[config.mk]
export PLATFORM = sky130hd
export DESIGN_NAME = upcount_wdog
export DESIGN_NICKNAME = d
export VERILOG_FILES = /design/src/rtl/wdog_pkg.sv /design/src/rtl/wdog_prescaler.sv /design/src/rtl/wdog_counter.sv /design/src/rtl/wdog_regs.sv /design/src/rtl/upcount_wdog.sv
export SDC_FILE = /design/constraint.sdc
export NUM_CORES = 1
export LEC_CHECK = 0
export BUFFER_PORTS_ARGS = -buffer_cell sky130_fd_sc_hd__buf_4
export CAP_MARGIN = 15
export CORE_ASPECT_RATIO = 2
export CORE_UTILIZATION = 55
export CTS_CLUSTER_DIAMETER = 60
export DETAILED_ROUTE_END_ITERATION = 10
export PLACE_DENSITY = 0.78
export SETUP_SLACK_MARGIN = 0.02
export SLEW_MARGIN = 20
export SYNTH_ARGS = -nofsm -noshare
export SYNTH_HDL_FRONTEND = slang
export SYNTH_SLANG_ARGS = --single-unit
[constraint.sdc]
create_clock -name clk -period 5.3 [get_ports clk]
set_input_delay 0.265 -clock clk [delete_from_list [all_inputs] [get_ports clk]]
set_output_delay 0.265 -clock clk [all_outputs]
set_load 0.1 [all_outputs]
[src/rtl/wdog_pkg.sv]
// Package: shared constants, register addresses and the divisor decode
// for the prescaled up-counting watchdog.
// Assumes the prescaler counter is wide enough for the largest divisor.
package wdog_pkg;
    localparam int SEL_W       = 3;
    localparam int PRE_W       = 12;
    localparam int ADDR_W      = 2;
    localparam int CTL_EN_BIT  = 7;
    localparam int CTL_BSY_BIT = 5;
    localparam int CTL_OVF_BIT = 4;

    typedef enum logic [ADDR_W-1:0] {
        ADR_CTL  = 2'd0,
        ADR_AUX  = 2'd1,
        ADR_CNT  = 2'd2,
        ADR_NONE = 2'd3
    } wd_addr_e;

    // Terminal prescaler count (divisor minus one) for each select code.
    function automatic logic [PRE_W-1:0] div_last(input logic [SEL_W-1:0] code);
        case (code)
            3'd0:    div_last = PRE_W'(0);
            3'd1:    div_last = PRE_W'(3);
            3'd2:    div_last = PRE_W'(15);
            3'd3:    div_last = PRE_W'(31);
            3'd4:    div_last = PRE_W'(63);
            3'd5:    div_last = PRE_W'(127);
            3'd6:    div_last = PRE_W'(1023);
            default: div_last = PRE_W'(4095);
        endcase
    endfunction
endpackage

[src/rtl/wdog_prescaler.sv]
// Module: wdog_prescaler
// Divides the system clock by the divisor that the select code picks and
// emits a one-cycle tick at the end of each period.
// Assumes: the prescaler runs freely so that the busy window can time out
// while the timer is stopped. A restart pulse forces the count back to
// zero, so the next tick comes one full period later. Lowering the divisor
// while running ends the current period at once.
module wdog_prescaler
    import wdog_pkg::*;
(
    input  logic             clk,
    input  logic             rst_n,
    input  logic             restart,
    input  logic [SEL_W-1:0] sel,
    output logic             tick
);
    logic [PRE_W-1:0] pre_q;
    logic [PRE_W-1:0] last;

    // Terminal count decode and tick generation.
    always_comb begin
        last = div_last(sel);
        tick = (pre_q >= last);
    end

    // Period counter: clears on restart or at the end of a period.
    always_ff @(posedge clk) begin
        if (!rst_n)
            pre_q <= '0;
        else if (restart || tick)
            pre_q <= '0;
        else
            pre_q <= pre_q + 1'b1;
    end

    // a restart is never followed by a tick unless the divisor is 1.
    p_restart_full_period_r2: assert property (@(posedge clk) disable iff (!rst_n)
        (restart && sel != 3'd0) |=> !tick || (sel == 3'd0));
endmodule

[src/rtl/wdog_counter.sv]
// Module: wdog_counter
// Holds the watchdog count. It loads on a bus write, advances on enabled
// ticks and flags a wrap from all ones to zero. It also stretches the wrap
// into a reset-request pulse of fixed length.
// Assumes: a load and a tick in the same cycle resolve to the load, and a
// load suppresses the wrap.
module wdog_counter #(
    parameter int CNT_W        = 16,
    parameter int PULSE_CYCLES = 4
) (
    input  logic             clk,
    input  logic             rst_n,
    input  logic             en,
    input  logic             tick,
    input  logic             ld,
    input  logic [CNT_W-1:0] ld_val,
    output logic [CNT_W-1:0] cnt,
    output logic             wrap_evt,
    output logic             rst_req
);
    localparam int PW = $clog2(PULSE_CYCLES + 1);

    logic [CNT_W-1:0] cnt_q;
    logic [PW-1:0]    pulse_q;

    // Wrap detection: an enabled tick at all ones with no load pending.
    assign wrap_evt = en && tick && !ld && (cnt_q == {CNT_W{1'b1}});
    assign cnt      = cnt_q;
    assign rst_req  = (pulse_q != '0);

    // Count register: load wins over advance; wrap comes from modular add.
    always_ff @(posedge clk) begin
        if (!rst_n)
            cnt_q <= '0;
        else if (ld)
            cnt_q <= ld_val;
        else if (en && tick)
            cnt_q <= cnt_q + 1'b1;
    end

    // Reset-request stretcher: reloads on every wrap, then counts down.
    always_ff @(posedge clk) begin
        if (!rst_n)
            pulse_q <= '0;
        else if (wrap_evt)
            pulse_q <= PW'(PULSE_CYCLES);
        else if (pulse_q != '0)
            pulse_q <= pulse_q - 1'b1;
    end

    // Checker state: length of the current run of rst_req high.
    int hi_run;
    always_ff @(posedge clk) begin
        if (!rst_n)
            hi_run <= 0;
        else if (rst_req)
            hi_run <= hi_run + 1;
        else
            hi_run <= 0;
    end

    // with the timer stopped and no load, the count holds.
    p_hold_when_off_r3: assert property (@(posedge clk) disable iff (!rst_n)
        (!en && !ld) |=> $stable(cnt_q));
    // a load is visible on the next cycle.
    p_load_r4: assert property (@(posedge clk) disable iff (!rst_n)
        ld |=> (cnt_q == $past(ld_val)));
    // without a load the count moves by at most one.
    p_step_r2: assert property (@(posedge clk) disable iff (!rst_n)
        !ld |=> (cnt_q == $past(cnt_q)) || (cnt_q == $past(cnt_q) + 1'b1));
    // a wrap lands at zero with the request raised.
    p_wrap_r6: assert property (@(posedge clk) disable iff (!rst_n)
        wrap_evt |=> (rst_req && cnt_q == '0));
    // the request never lasts longer than the pulse length.
    p_pulse_len_r6: assert property (@(posedge clk) disable iff (!rst_n)
        hi_run <= PULSE_CYCLES);
endmodule

[src/rtl/wdog_regs.sv]
// Module: wdog_regs
// Register file. It decodes bus writes into control fields, the sticky
// expiry flag, the busy window and the counter load, and it muxes read data.
// Assumes: the second control byte has no storage, and the busy window
// counts prescaler ticks rather than system clocks.
module wdog_regs
    import wdog_pkg::*;
#(
    parameter int CNT_W      = 16,
    parameter int BUSY_TICKS = 2
) (
    input  logic              clk,
    input  logic              rst_n,
    input  logic              bus_wr,
    input  logic [ADDR_W-1:0] bus_addr,
    input  logic [CNT_W-1:0]  bus_wdata,
    input  logic              tick,
    input  logic              wrap_evt,
    input  logic [CNT_W-1:0]  cnt,
    output logic              en,
    output logic [SEL_W-1:0]  sel,
    output logic              restart,
    output logic              cnt_ld,
    output logic [CNT_W-1:0]  cnt_ld_val,
    output logic              ovf,
    output logic              busy,
    output logic [CNT_W-1:0]  bus_rdata
);
    localparam int BW = $clog2(BUSY_TICKS + 1);

    logic             en_q;
    logic [SEL_W-1:0] sel_q;
    logic             ovf_q;
    logic [BW-1:0]    busy_q;
    logic             wr_ctl;
    logic             wr_cnt;
    logic             wr_aux;

    // Write decode and enable-rise detection.
    always_comb begin
        wr_ctl  = bus_wr && (bus_addr == ADR_CTL);
        wr_cnt  = bus_wr && (bus_addr == ADR_CNT);
        wr_aux  = bus_wr && (bus_addr == ADR_AUX);
        restart = wr_ctl && bus_wdata[CTL_EN_BIT] && !en_q;
    end

    assign en         = en_q;
    assign sel        = sel_q;
    assign ovf        = ovf_q;
    assign busy       = (busy_q != '0);
    assign cnt_ld     = wr_cnt;
    assign cnt_ld_val = bus_wdata;

    // Control fields: enable and divisor select.
    always_ff @(posedge clk) begin
        if (!rst_n) begin
            en_q  <= 1'b0;
            sel_q <= '0;
        end else if (wr_ctl) begin
            en_q  <= bus_wdata[CTL_EN_BIT];
            sel_q <= bus_wdata[SEL_W-1:0];
        end
    end

    // Sticky expiry flag: set by a wrap, cleared only by writing a zero.
    always_ff @(posedge clk) begin
        if (!rst_n)
            ovf_q <= 1'b0;
        else if (wrap_evt)
            ovf_q <= 1'b1;
        else if (wr_ctl && !bus_wdata[CTL_OVF_BIT])
            ovf_q <= 1'b0;
    end

    // Busy window: reload on a control or counter write, drain on ticks.
    always_ff @(posedge clk) begin
        if (!rst_n)
            busy_q <= '0;
        else if (wr_ctl || wr_cnt)
            busy_q <= BW'(BUSY_TICKS);
        else if (tick && busy_q != '0)
            busy_q <= busy_q - 1'b1;
    end

    // Read mux: the control byte is zero-extended; unused addresses read 0.
    always_comb begin
        bus_rdata = '0;
        case (bus_addr)
            ADR_CTL: begin
                bus_rdata[CTL_EN_BIT]  = en_q;
                bus_rdata[CTL_BSY_BIT] = busy;
                bus_rdata[CTL_OVF_BIT] = ovf_q;
                bus_rdata[SEL_W-1:0]   = sel_q;
            end
            ADR_CNT: bus_rdata = cnt;
            default: bus_rdata = '0;
        endcase
    end

    // a control or counter write always opens the busy window.
    p_busy_opens_r5: assert property (@(posedge clk) disable iff (!rst_n)
        (wr_ctl || wr_cnt) |=> busy);
    // a write to the second control byte alone never opens it.
    p_aux_no_busy_r5: assert property (@(posedge clk) disable iff (!rst_n)
        (wr_aux && !busy) |=> !busy);
    // a wrap sets the expiry flag.
    p_flag_set_r6: assert property (@(posedge clk) disable iff (!rst_n)
        wrap_evt |=> ovf_q);
    // the flag survives anything but an explicit zero write.
    p_flag_sticky_r7: assert property (@(posedge clk) disable iff (!rst_n)
        (ovf_q && !(wr_ctl && !bus_wdata[CTL_OVF_BIT])) |=> ovf_q);
endmodule

[src/rtl/upcount_wdog.sv]
// Module: upcount_wdog (top)
// Prescaled up-counting watchdog. It ties the prescaler, the counter with
// its reset-request stretcher, and the register file together.
// Assumes: rst_n is a power-on reset that the reset request does not feed
// back into, so the expiry flag survives a system restart.
module upcount_wdog
    import wdog_pkg::*;
#(
    parameter int CNT_W        = 16,
    parameter int PULSE_CYCLES = 4,
    parameter int BUSY_TICKS   = 2
) (
    input  logic              clk,
    input  logic              rst_n,
    input  logic              bus_wr,
    input  logic [ADDR_W-1:0] bus_addr,
    input  logic [CNT_W-1:0]  bus_wdata,
    output logic [CNT_W-1:0]  bus_rdata,
    output logic              rst_req
);
    logic             tick;
    logic             en;
    logic [SEL_W-1:0] sel;
    logic             restart;
    logic             cnt_ld;
    logic [CNT_W-1:0] cnt_ld_val;
    logic [CNT_W-1:0] cnt;
    logic             wrap_evt;
    logic             ovf;
    logic             busy;

    wdog_prescaler u_pre (
        .clk     (clk),
        .rst_n   (rst_n),
        .restart (restart),
        .sel     (sel),
        .tick    (tick)
    );

    wdog_counter #(
        .CNT_W        (CNT_W),
        .PULSE_CYCLES (PULSE_CYCLES)
    ) u_cnt (
        .clk      (clk),
        .rst_n    (rst_n),
        .en       (en),
        .tick     (tick),
        .ld       (cnt_ld),
        .ld_val   (cnt_ld_val),
        .cnt      (cnt),
        .wrap_evt (wrap_evt),
        .rst_req  (rst_req)
    );

    wdog_regs #(
        .CNT_W      (CNT_W),
        .BUSY_TICKS (BUSY_TICKS)
    ) u_regs (
        .clk        (clk),
        .rst_n      (rst_n),
        .bus_wr     (bus_wr),
        .bus_addr   (bus_addr),
        .bus_wdata  (bus_wdata),
        .tick       (tick),
        .wrap_evt   (wrap_evt),
        .cnt        (cnt),
        .en         (en),
        .sel        (sel),
        .restart    (restart),
        .cnt_ld     (cnt_ld),
        .cnt_ld_val (cnt_ld_val),
        .ovf        (ovf),
        .busy       (busy),
        .bus_rdata  (bus_rdata)
    );

    // a write to the second control byte leaves the control fields alone.
    p_aux_no_effect_r8: assert property (@(posedge clk) disable iff (!rst_n)
        (bus_wr && bus_addr == ADR_AUX) |=> ($stable(en) && $stable(sel) && $stable(ovf)));
    // the expiry flag and the request rise together.
    p_flag_with_req_r9: assert property (@(posedge clk) disable iff (!rst_n)
        $rose(rst_req) |-> ovf);
endmodule

==> flow_summary.yaml, run 1 <==
place:
  hpwl_um: 4460
  place.port_buffers: 37
  place_area_mm2: 0.00270
  place.gp.congestion: 0.884
setup_path:
  crit_arrival_ps: 3190
  r2r_slack_ps: 2310
  crit_type: "reg2reg"
  r2r-start: "u_regs.sel[1]"
  worstSetupStartpointType: "flop"
  crit_fanout: 9
  worstReg2RegEnd: "u_cnt.cnt[4]"
  crit_path_end: "u_cnt.cnt[4]"
  crit_path_start: "u_regs.sel[1]"
  endpoint_kind: "flop"
  required_ps: 5500
  reg2regPathDepth: 8
synth:
  synth_edf_count: 0
  ys_seq_area_share_pct: 31.7
  synthFlopType: "dfxtp_1"
  ys_seq_elements: 38
  avgSynthCellArea_um2: 8.08
  synth_top_area_cell: "dfxtp_1"
  ys_warn_count: 0
  synthDistinctLibCells: 48
  syn-num-nets: 336
  synthTopCellsByArea: "dfxtp_1 32%, ha_1 9.4%, nor2_1 5.9%"
  synth_area_mm2: 0.00240
  synth_top_area_share_pct: 31.7
  synthArstFlopShare_pct: 0
  netlist_instances: 297
cts:
  cts_tree: "built"
  cts_resized: 0
  worstSkewPairLatency_ps: 290
  cts-htree-levels: 2
  clk_pin_slew_worst_paths_ps: 80
  post-cts-setup-buffers: 0
  cts_buffers: 5
  hold_buffers: 0
  root_buffer: "clkbuf_8"
  clkSinkCount: 38
  cts_max_path_buffers: 2
timing:
  setup_tns_ps: 0
  worstMarginPinSlew_ps: 878
  rsz0062_at_grt: "no"
  max_freq_mhz: 335
  finClkSkew_ps: 8.20
  slew_headroom_pct: 41.0
  hold_viol_final: 0
  slew_violations: 0
  fin_crit_ps: 2990
  finalSetupViolations: 0
  min_period_over_period_pct: 56.4
detailed_routing:
  drc_errors: 0
  firstDrtPassIters: 5
  drtIter0Drc: 85
  wl_um: 5960
  ant_nets: 0
  wl_per_cell_um: 15.6
  vias: 2253
  viasPerCell: 5.91
finish:
  syn2layout_area_growth_pct: 16.8
  final_cell_area_mm2: 0.00281
  drive_above_1_share_pct: 15.2
  layout.nets: 367
  n_antenna_cell: 0
die:
  die-area_mm2: 0.00465
  fp-row-count: 33
  fp.dieH_um: 95.4
  ios: 38
  initial_core_util_pct: 58.2
  core_area_mm2: 0.00413
  die_width_um: 48.7
pwr:
  power_density_mw_per_mm2: 291
  vdd_drop_max_mv: 0.420
  p_leak_nw: 1.14
grt:
  antenna_found_initial: 0
  overflow: 0
  grt_max_degree: 30
  grt_use_total_pct: 27.6
  grt_pass1_wl_um: 9780
  grt_pass1_vias: 2151
job:
  drv_cap: 0
min_path:
  min_path_type: "in2reg"
status:
  status: "complete, no violations"
registers in the layout, summed over array words and instances (netlist names):
name	count
u_regs.en	1
u_regs.ovf	1
u_cnt.cnt	16
u_regs.busy_q	2
u_regs.sel	3
u_cnt.pulse_q	3
u_pre.pre_q	12
kinds of logic (layout without fill, tap and decap cells):
family | Yosys count | count (layout) | synth area share, %
buffers and inverters | 31 | 63 | 4.85
muxes | 10 | 10 | 4.22
and+or+nand+nor | 113 | 113 | 23.3
AOI/OAI and AO/OA | 71 | 71 | 20.7
xor gates and xnor gates | 16 | 16 | 5.84
DFF | 38 | 38 | 31.7
adders and majority gates | 18 | 18 | 9.38
metal layers:
layer / GRT usage, % / share of wire [%] / vias up
li1: - / - / 1120
met4: 12.5 / 1.7 / 0
met5: 0 / 0 / -
met1: 27.4 / 37 / 1060
met2: 55.0 / 58 / 65
met3: 3.67 / 3.6 / 8
synth_stat cells (3+ instances only):
cell      count
a21boi_0      5
a21oi_1      14
and2_1       11
clkbuf_1     13
dfxtp_1      38
ha_1         18
inv_1        17
mux2i_1       9
nand2_1      19
nand3_1      16
nand4_1       8
nor2_1       38
nor3_1        3
nor4_1        3
o211ai_1      6
o21a_1        3
o21ai_0      18
o31a_1        4
xnor2_1       7
xor2_1        9
layout make-up:
class	instances	area (um^2)
Multi-Input combinational cell	228	1520
Fill cell	372	1320
Sequential cell	38	761
Timing Repair Buffer	38	285
Clock buffer	7	76.3
Tap cell	52	65.1
Inverter	17	63.8
Clock inverter	1	30.0
stage by stage:
stage                     utilization, %  worst slack (ps)  power, W  std cells  hold WS, ps
after floorplan                        -              2530  0.000520        297          395
after global placement              65.4              2480  0.000573        373          462
after detailed placement            65.4              2340  0.000579        373          474
after CTS                           67.9              2320  0.000821        381          186
after global routing                67.9              2120  0.000860        381          217
final                               67.9              2310  0.000816        381          182
power breakdown:
group,internal [W],switching [W],leakage [nW],total [W]
logic,0.0000807,0.000162,0.774,0.000242
clock network,0.000141,0.000105,0.0524,0.000245
registers,0.000308,0.0000206,0.310,0.000329
placed cells by master (no fill, tap or decap), drive strengths merged, types with 2 or more instances in the layout:
master and instances:
a21o 2, a21boi 5, nor2 39, o21a 3, and3 2, o31a 4
or3 2, o2111ai 2, xor2 9, o221ai 2, o211ai 7, a21oi 15
nor4 3, and4 2, o31ai 2, dfxtp 38, nand3 16, xnor2 7
ha 18, nor3 3, nand2 19, nor2b 2, inv 17, o21ai 20
a211oi 2, nand4 8, buf 38, mux2i 9, clkbuf 7, and2 11
nand2b 2
worst max-delay path, cell delays in order (launching register included):
cell and delay (ps):
dfxtp_1 370, or3_1 400, ha_1 280, nand2b_1 160
a2111oi_2 470, o211ai_4 210, o21ai_4 350, mux2_2 370
a211oi_1 270
worst min path at each step:
| stage | startpoint | end | slack [ps] | cells after the start |
|---|---|---|---|---|
| 6_report | bus_wdata[3] | u_cnt.cnt[3] | 180 | 3 |
| 5_1_grt | bus_wdata[2] | u_cnt.cnt[2] | 220 | 3 |
| 4_1_cts | bus_wdata[3] | u_cnt.cnt[3] | 190 | 3 |
| 3_5_place_dp | u_pre.pre_q[0] | u_pre.pre_q[0] | 470 | 1 |
| 3_3_place_gp | u_pre.pre_q[0] | u_pre.pre_q[0] | 460 | 1 |
| 2_1_floorplan | bus_wdata[2] | u_cnt.cnt[2] | 390 | 2 |
No activity file was read; power rests on OpenSTA's default activity.
==> inputs of run 2 (changes only) <==
--- a/config.mk
+++ b/config.mk
@@ -5,13 +5,14 @@
 export SDC_FILE = /design/constraint.sdc
 export NUM_CORES = 1
 export LEC_CHECK = 0
+export ABC_AREA = 1
 export BUFFER_PORTS_ARGS = -buffer_cell sky130_fd_sc_hd__buf_4
 export CAP_MARGIN = 15
 export CORE_ASPECT_RATIO = 2
 export CORE_UTILIZATION = 55
 export CTS_CLUSTER_DIAMETER = 60
 export DETAILED_ROUTE_END_ITERATION = 10
-export PLACE_DENSITY = 0.78
+export PLACE_DENSITY = 0.77
 export SETUP_SLACK_MARGIN = 0.02
 export SLEW_MARGIN = 20
 export SYNTH_ARGS = -nofsm -noshare
==> constraint.sdc (replaced) <==
create_clock -name clk -period 3 [get_ports clk]
set_input_delay 0.15 -clock clk [delete_from_list [all_inputs] [get_ports clk]]
set_output_delay 0.15 -clock clk [all_outputs]
set_load 0.1 [all_outputs]
==> flow_summary.yaml, run 2 <==
status:
  status: "complete, no violations"
detailed_routing:
  ant_nets: 0
  wl_per_cell_um: 13.5
  vias: 2667
  wl_met3_um: 258
  viasPerCell: 5.41
  wl_met1_um: 2440
  wl_um: 6660
  dr_wl_met2_um: 3670
  drc_errors: 0
  drtIter0Drc: 79
  highest_layer: "met4"
  firstDrtPassIters: 4
min_path:
  min_path_type: "in2reg"
cts:
  cts-htree-levels: 2
  clkSinkCount: 38
  cts_tree: "built"
  post-cts-setup-buffers: 0
  cts_resized: 0
  clk_pin_slew_worst_paths_ps: 80
  cts_buffers: 5
  cts_max_path_buffers: 2
  root_buffer: "clkbuf_8"
  hold_buffers: 0
  worstSkewPairLatency_ps: 290
finish:
  mostFrequentLayoutCells: "105 x nand2_1, 46 x inv_1, 45 x nor2_1, 39 x buf_4, 38 x dfxtp_1"
  final_core_util_pct: 66.1
  largest_reg_flops: 16
  n_antenna_cell: 0
  drive_above_1_share_pct: 17.8
  layout_commonest_cell: "nand2_1"
  final_cell_area_mm2: 0.00304
  syn2layout_area_growth_pct: 14.6
  nFillCells: 444
  layout.nets: 476
synth:
  syn-num-nets: 441
  synthTopCellsByCount: "105 x nand2_1, 46 x inv_1, 45 x nor2_1, 38 x dfxtp_1, 33 x nand3_1"
  synthArstFlopShare_pct: 0
  synth_area_mm2: 0.00265
  synth_top_area_share_pct: 28.7
  synth_edf_count: 0
  synth_top_area_cell: "dfxtp_1"
  ys_seq_area_share_pct: 28.7
  yosys.cell_count.top_type: "nand2_1"
  avgSynthCellArea_um2: 6.60
  synthFlopType: "dfxtp_1"
  ys_warn_count: 0
  netlist_instances: 402
  synthDistinctLibCells: 30
  ys_seq_elements: 38
  synthTopCellsByArea: "dfxtp_1 29%, nand2_1 15%, ha_1 8.5%"
timing:
  slew_violations: 0
  finalSetupViolations: 0
  setup_tns_ps: 0
  max_freq_mhz: 448
  slew_headroom_pct: 42.6
  finClkSkew_ps: 6.80
  fin_crit_ps: 2230
  rsz0062_at_grt: "no"
  hold_viol_final: 0
  min_period_over_period_pct: 74.4
  worstMarginPinSlew_ps: 855
die:
  core_area_mm2: 0.00460
  initial_core_util_pct: 57.7
  ios: 38
  die_width_um: 51.1
  fp.dieH_um: 100
  die-area_mm2: 0.00512
  fp-row-count: 35
setup_path:
  crit_fanout: 12
  crit_type: "reg2reg"
  worstSetupStartpointType: "flop"
  crit_arrival_ps: 2370
  endpoint_kind: "flop"
  required_ps: 3140
place:
  place.gp.congestion: 0.862
  place_area_mm2: 0.00295
  hpwl_um: 5120
  place.port_buffers: 37
pwr:
  power_density_mw_per_mm2: 419
  p_leak_nw: 1.27
  vdd_drop_max_mv: 0.392
grt:
  grt_use_total_pct: 28.9
  grt_max_degree: 29
  grt_pass1_wl_um: 11100
  overflow: 0
  grt_pass1_vias: 2508
  antenna_found_initial: 0
job:
  drv_cap: 0
[run 2: through the flow]
stage          power, W  setup WS, ps  instances  hold WS [ps]
3_3_place_gp   0.000903           829        485           432
4_1_cts         0.00129           743        493           131
2_1_floorplan  0.000833           272        402           288
3_5_place_dp   0.000915           757        485           449
5_1_grt         0.00136           518        493           152
6_report        0.00127           768        493           146
[run 2: kinds of logic (layout without fill, tap and decap cells)]
group | after synthesis | count (layout) | synth area share, %
xor+xnor | 12 | 12 | 3.96
fa+ha+maj | 18 | 18 | 8.49
buf+inv | 58 | 94 | 9.16
simple gates | 218 | 218 | 37.0
flops | 38 | 38 | 28.7
compound gates | 58 | 58 | 12.7
[run 2: power by group]
| group | leakage (nW) | internal [W] | total, W | switching [W] |
|---|---|---|---|---|
| registers | 0.308 | 0.000532 | 0.000552 | 0.0000205 |
| clock network | 0.0482 | 0.000186 | 0.000374 | 0.000188 |
| logic | 0.918 | 0.000109 | 0.000348 | 0.000239 |
[run 2: worst paths after layout]
check,startpoint,to,slack [ps],cells past startpoint
setup / recovery,u_regs.sel[0],u_pre.pre_q[2],770,12
hold / removal,rst_n,u_regs.sel[2],150,3
setup reg to reg,u_regs.sel[0],u_pre.pre_q[2],770,12
hold reg to reg,u_pre.pre_q[0],u_pre.pre_q[0],460,1
[run 2: layout make-up]
class	instances	area, um^2	area share (%)
clock buffer	7	86.3	2.84
clock inverter	1	5.00	0.165
inverter	47	176	5.81
multi-input combinational	306	1650	54.2
sequential	38	761	25.0
tap	55	68.8	2.27
timing repair buffer	39	293	9.64
[run 2: critical path, cell delays in order, from the launching register on]
cell and delay, ps:
dfxtp_1 360, nor3_1 320, inv_1 90, ha_1 280, nand2_1 50, nand3_1 90, nand2_1 50, nand2_1 50
nand2_1 80, nand2_4 110, nor2_1 50, o21ai_1 470, nor3_1 90
[run 2: routing by layer]
layer,track usage [%],vias to the layer above
li1,-,1355
met1,26.8,1215
met5,0,-
met4,16.5,0
met3,4.24,23
met2,56.2,74
==> inputs of run 3 (changes only) <==
--- a/config.mk
+++ b/config.mk
@@ -9,10 +9,10 @@
 export BUFFER_PORTS_ARGS = -buffer_cell sky130_fd_sc_hd__buf_4
 export CAP_MARGIN = 15
 export CORE_ASPECT_RATIO = 2
-export CORE_UTILIZATION = 55
+export CORE_UTILIZATION = 52
 export CTS_CLUSTER_DIAMETER = 60
 export DETAILED_ROUTE_END_ITERATION = 10
-export PLACE_DENSITY = 0.77
+export PLACE_DENSITY = 0.76
 export SETUP_SLACK_MARGIN = 0.02
 export SLEW_MARGIN = 20
 export SYNTH_ARGS = -nofsm -noshare
==> constraint.sdc (replaced) <==
create_clock -name clk -period 2.01 [get_ports clk]
set_input_delay 0.1005 -clock clk [delete_from_list [all_inputs] [get_ports clk]]
set_output_delay 0.1005 -clock clk [all_outputs]
set_load 0.1 [all_outputs]
==> flow_summary.yaml, run 3 (synthesized netlist as in run 2, its figures left out) <==
status:
  status: "complete, no violations"
die:
  die-area_mm2: 0.00541
  fp-row-count: 36
  fp.dieH_um: 103
  core_area_mm2: 0.00486
  initial_core_util_pct: 54.5
  ios: 38
  die_width_um: 52.5
grt:
  grt_pass1_wl_um: 11400
  grt_use_total_pct: 28.6
  overflow: 0
  grt_pass1_vias: 2643
  antenna_found_initial: 0
  grt_max_degree: 24
setup_path:
  slowest_stage: "dfxtp_4"
  reg2regPathDepth: 12
  slowest_delay_ps: 430
  crit_path_cell_trace: "nand2_2 -> ha_1 -> nand2_2 -> nor2_4 -> nand2_1 -> nand3_1 -> nor2_2 -> nand2_4 -> nand2_8 -> buf_12 -> nand3_2 -> a21oi_1"
  cp_common_cell: "nand2_2"
  worstReg2RegEnd: "u_cnt.cnt[3]"
  r2r_slack_ps: 20
  r2r-start: "u_regs.sel[1]"
  endpoint_kind: "flop"
  crit_path_end: "u_cnt.cnt[3]"
  crit_type: "reg2reg"
  crit_fanout: 6
  crit_path_start: "u_regs.sel[1]"
  crit_arrival_ps: 2210
  required_ps: 2230
  worstSetupStartpointType: "flop"
cts:
  hold_buffers: 0
  cts_max_path_buffers: 2
  worstSkewPairLatency_ps: 300
  cts-htree-levels: 2
  cts_tree: "built"
  clk_pin_slew_worst_paths_ps: 80
  clkSinkCount: 38
  root_buffer: "clkbuf_8"
  cts_buffers: 5
detailed_routing:
  wl_per_cell_um: 15.2
  vias: 2811
  ant_nets: 0
  wl_um: 7730
  drc_errors: 0
  firstDrtPassIters: 4
  viasPerCell: 5.51
  drtIter0Drc: 86
finish:
  nFillCells: 418
  stdcell_count: 510
  syn2layout_area_growth_pct: 31.6
  largest_reg_flops: 16
  layout.nets: 491
  multi_input_area_mm2: 0.00196
  layout_commonest_cell: "nand2_1"
  drive_above_1_share_pct: 31.3
  final_core_util_pct: 71.7
  n_antenna_cell: 0
  seqCellArea_um2: 772
  mostFrequentLayoutCells: "100 x nand2_1, 47 x buf_4, 45 x inv_1, 39 x nor2_1, 35 x dfxtp_1"
timing:
  fin_crit_ps: 1990
  finClkSkew_ps: 4.26
  min_period_over_period_pct: 99.0
  hold_viol_final: 0
  slew_violations: 0
  finalSetupViolations: 0
  slew_headroom_pct: 66.1
  rsz0062_at_grt: "yes"
  setup_tns_ps: 0
  max_freq_mhz: 503
  worstMarginPinSlew_ps: 509
pwr:
  clock_power_share_pct: 27.8
  vdd_drop_max_mv: 0.403
  p_sw_share_pct: 37.0
  power_density_mw_per_mm2: 587
  switching_power_w: 0.000759
  share_seq_of_total_power_pct: 40.6
  p_comb_share_pct: 31.6
  p_int_w: 0.00129
  p_leak_nw: 1.40
min_path:
  min_path_type: "in2reg"
place:
  place.port_buffers: 37
  place.gp.congestion: 0.885
  hpwl_um: 5310
  dp.cells: 498
job:
  drv_cap: 0
[run 3: worst min path at each step]
stage / start / endpoint / slack [ps] / depth (start not counted)
finish: rst_n / u_regs.sel[1] / 80 / 3
global route: rst_n / u_regs.sel[1] / 80 / 3
global placement: rst_n / u_regs.sel[0] / 400 / 3
detailed placement: rst_n / u_regs.sel[1] / 400 / 3
CTS: rst_n / u_regs.sel[1] / 70 / 3
floorplan: rst_n / u_regs.sel[0] / 240 / 2
[run 3: layer usage]
layer | part of all wire (%) | GRT usage, %
met5 | 0 | 0
met4 | 5.3 | 18.4
met3 | 3.0 | 4.42
met2 | 58 | 55.9
met1 | 34 | 25.1
[run 3: through the flow]
stage	hold WS, ps	power [W]	setup WS [ps]	instance area [um^2]
3_3_place_gp	401	0.00138	-14.8	3060
5_1_grt	83.0	0.00214	-77.5	3490
3_5_place_dp	398	0.00139	-45.9	3060
2_1_floorplan	239	0.00125	52.5	2660
6_report	84.3	0.00205	21.0	3490
4_1_cts	74.2	0.00196	32.4	3190
[run 3: worst max-delay path, delay by kind of cell (launching register included)]
family                     cells  cell delay (ps)
DFF                            1              430
AOI/OAI and AO/OA              1              170
buffers and inverters          1              130
and+or+nand+nor                9              870
adders and majority gates      1              320
[run 3: power groups by stage]
stage	logic [W]	registers (W)	clock network [W]
finish	0.000647	0.000831	0.000570
global route	0.000708	0.000836	0.000597
CTS	0.000565	0.000823	0.000571
detailed placement	0.000552	0.000842	0
global placement	0.000539	0.000840	0
floorplan	0.000413	0.000834	0
[run 3: layout make-up]
| type | count | area share, % |
|---|---|---|
| inverters | 47 | 5.06 |
| multi-input cells | 308 | 56.1 |
| clock inverters | 2 | 0.359 |
| well taps | 57 | 2.04 |
| repair buffers | 52 | 12.0 |
| clock buffers | 6 | 2.37 |
| flip-flops and latches | 38 | 22.1 |
[run 3: repair_timing]
| item | CTS | global route |
|---|---|---|
| pin swaps | 1 | 10 |
| gates cloned | 1 | 2 |
| setup endpoints to repair | 20 | 34 |
| resized for setup | 8 | 60 |
| buffers inserted | 1 | 0 |
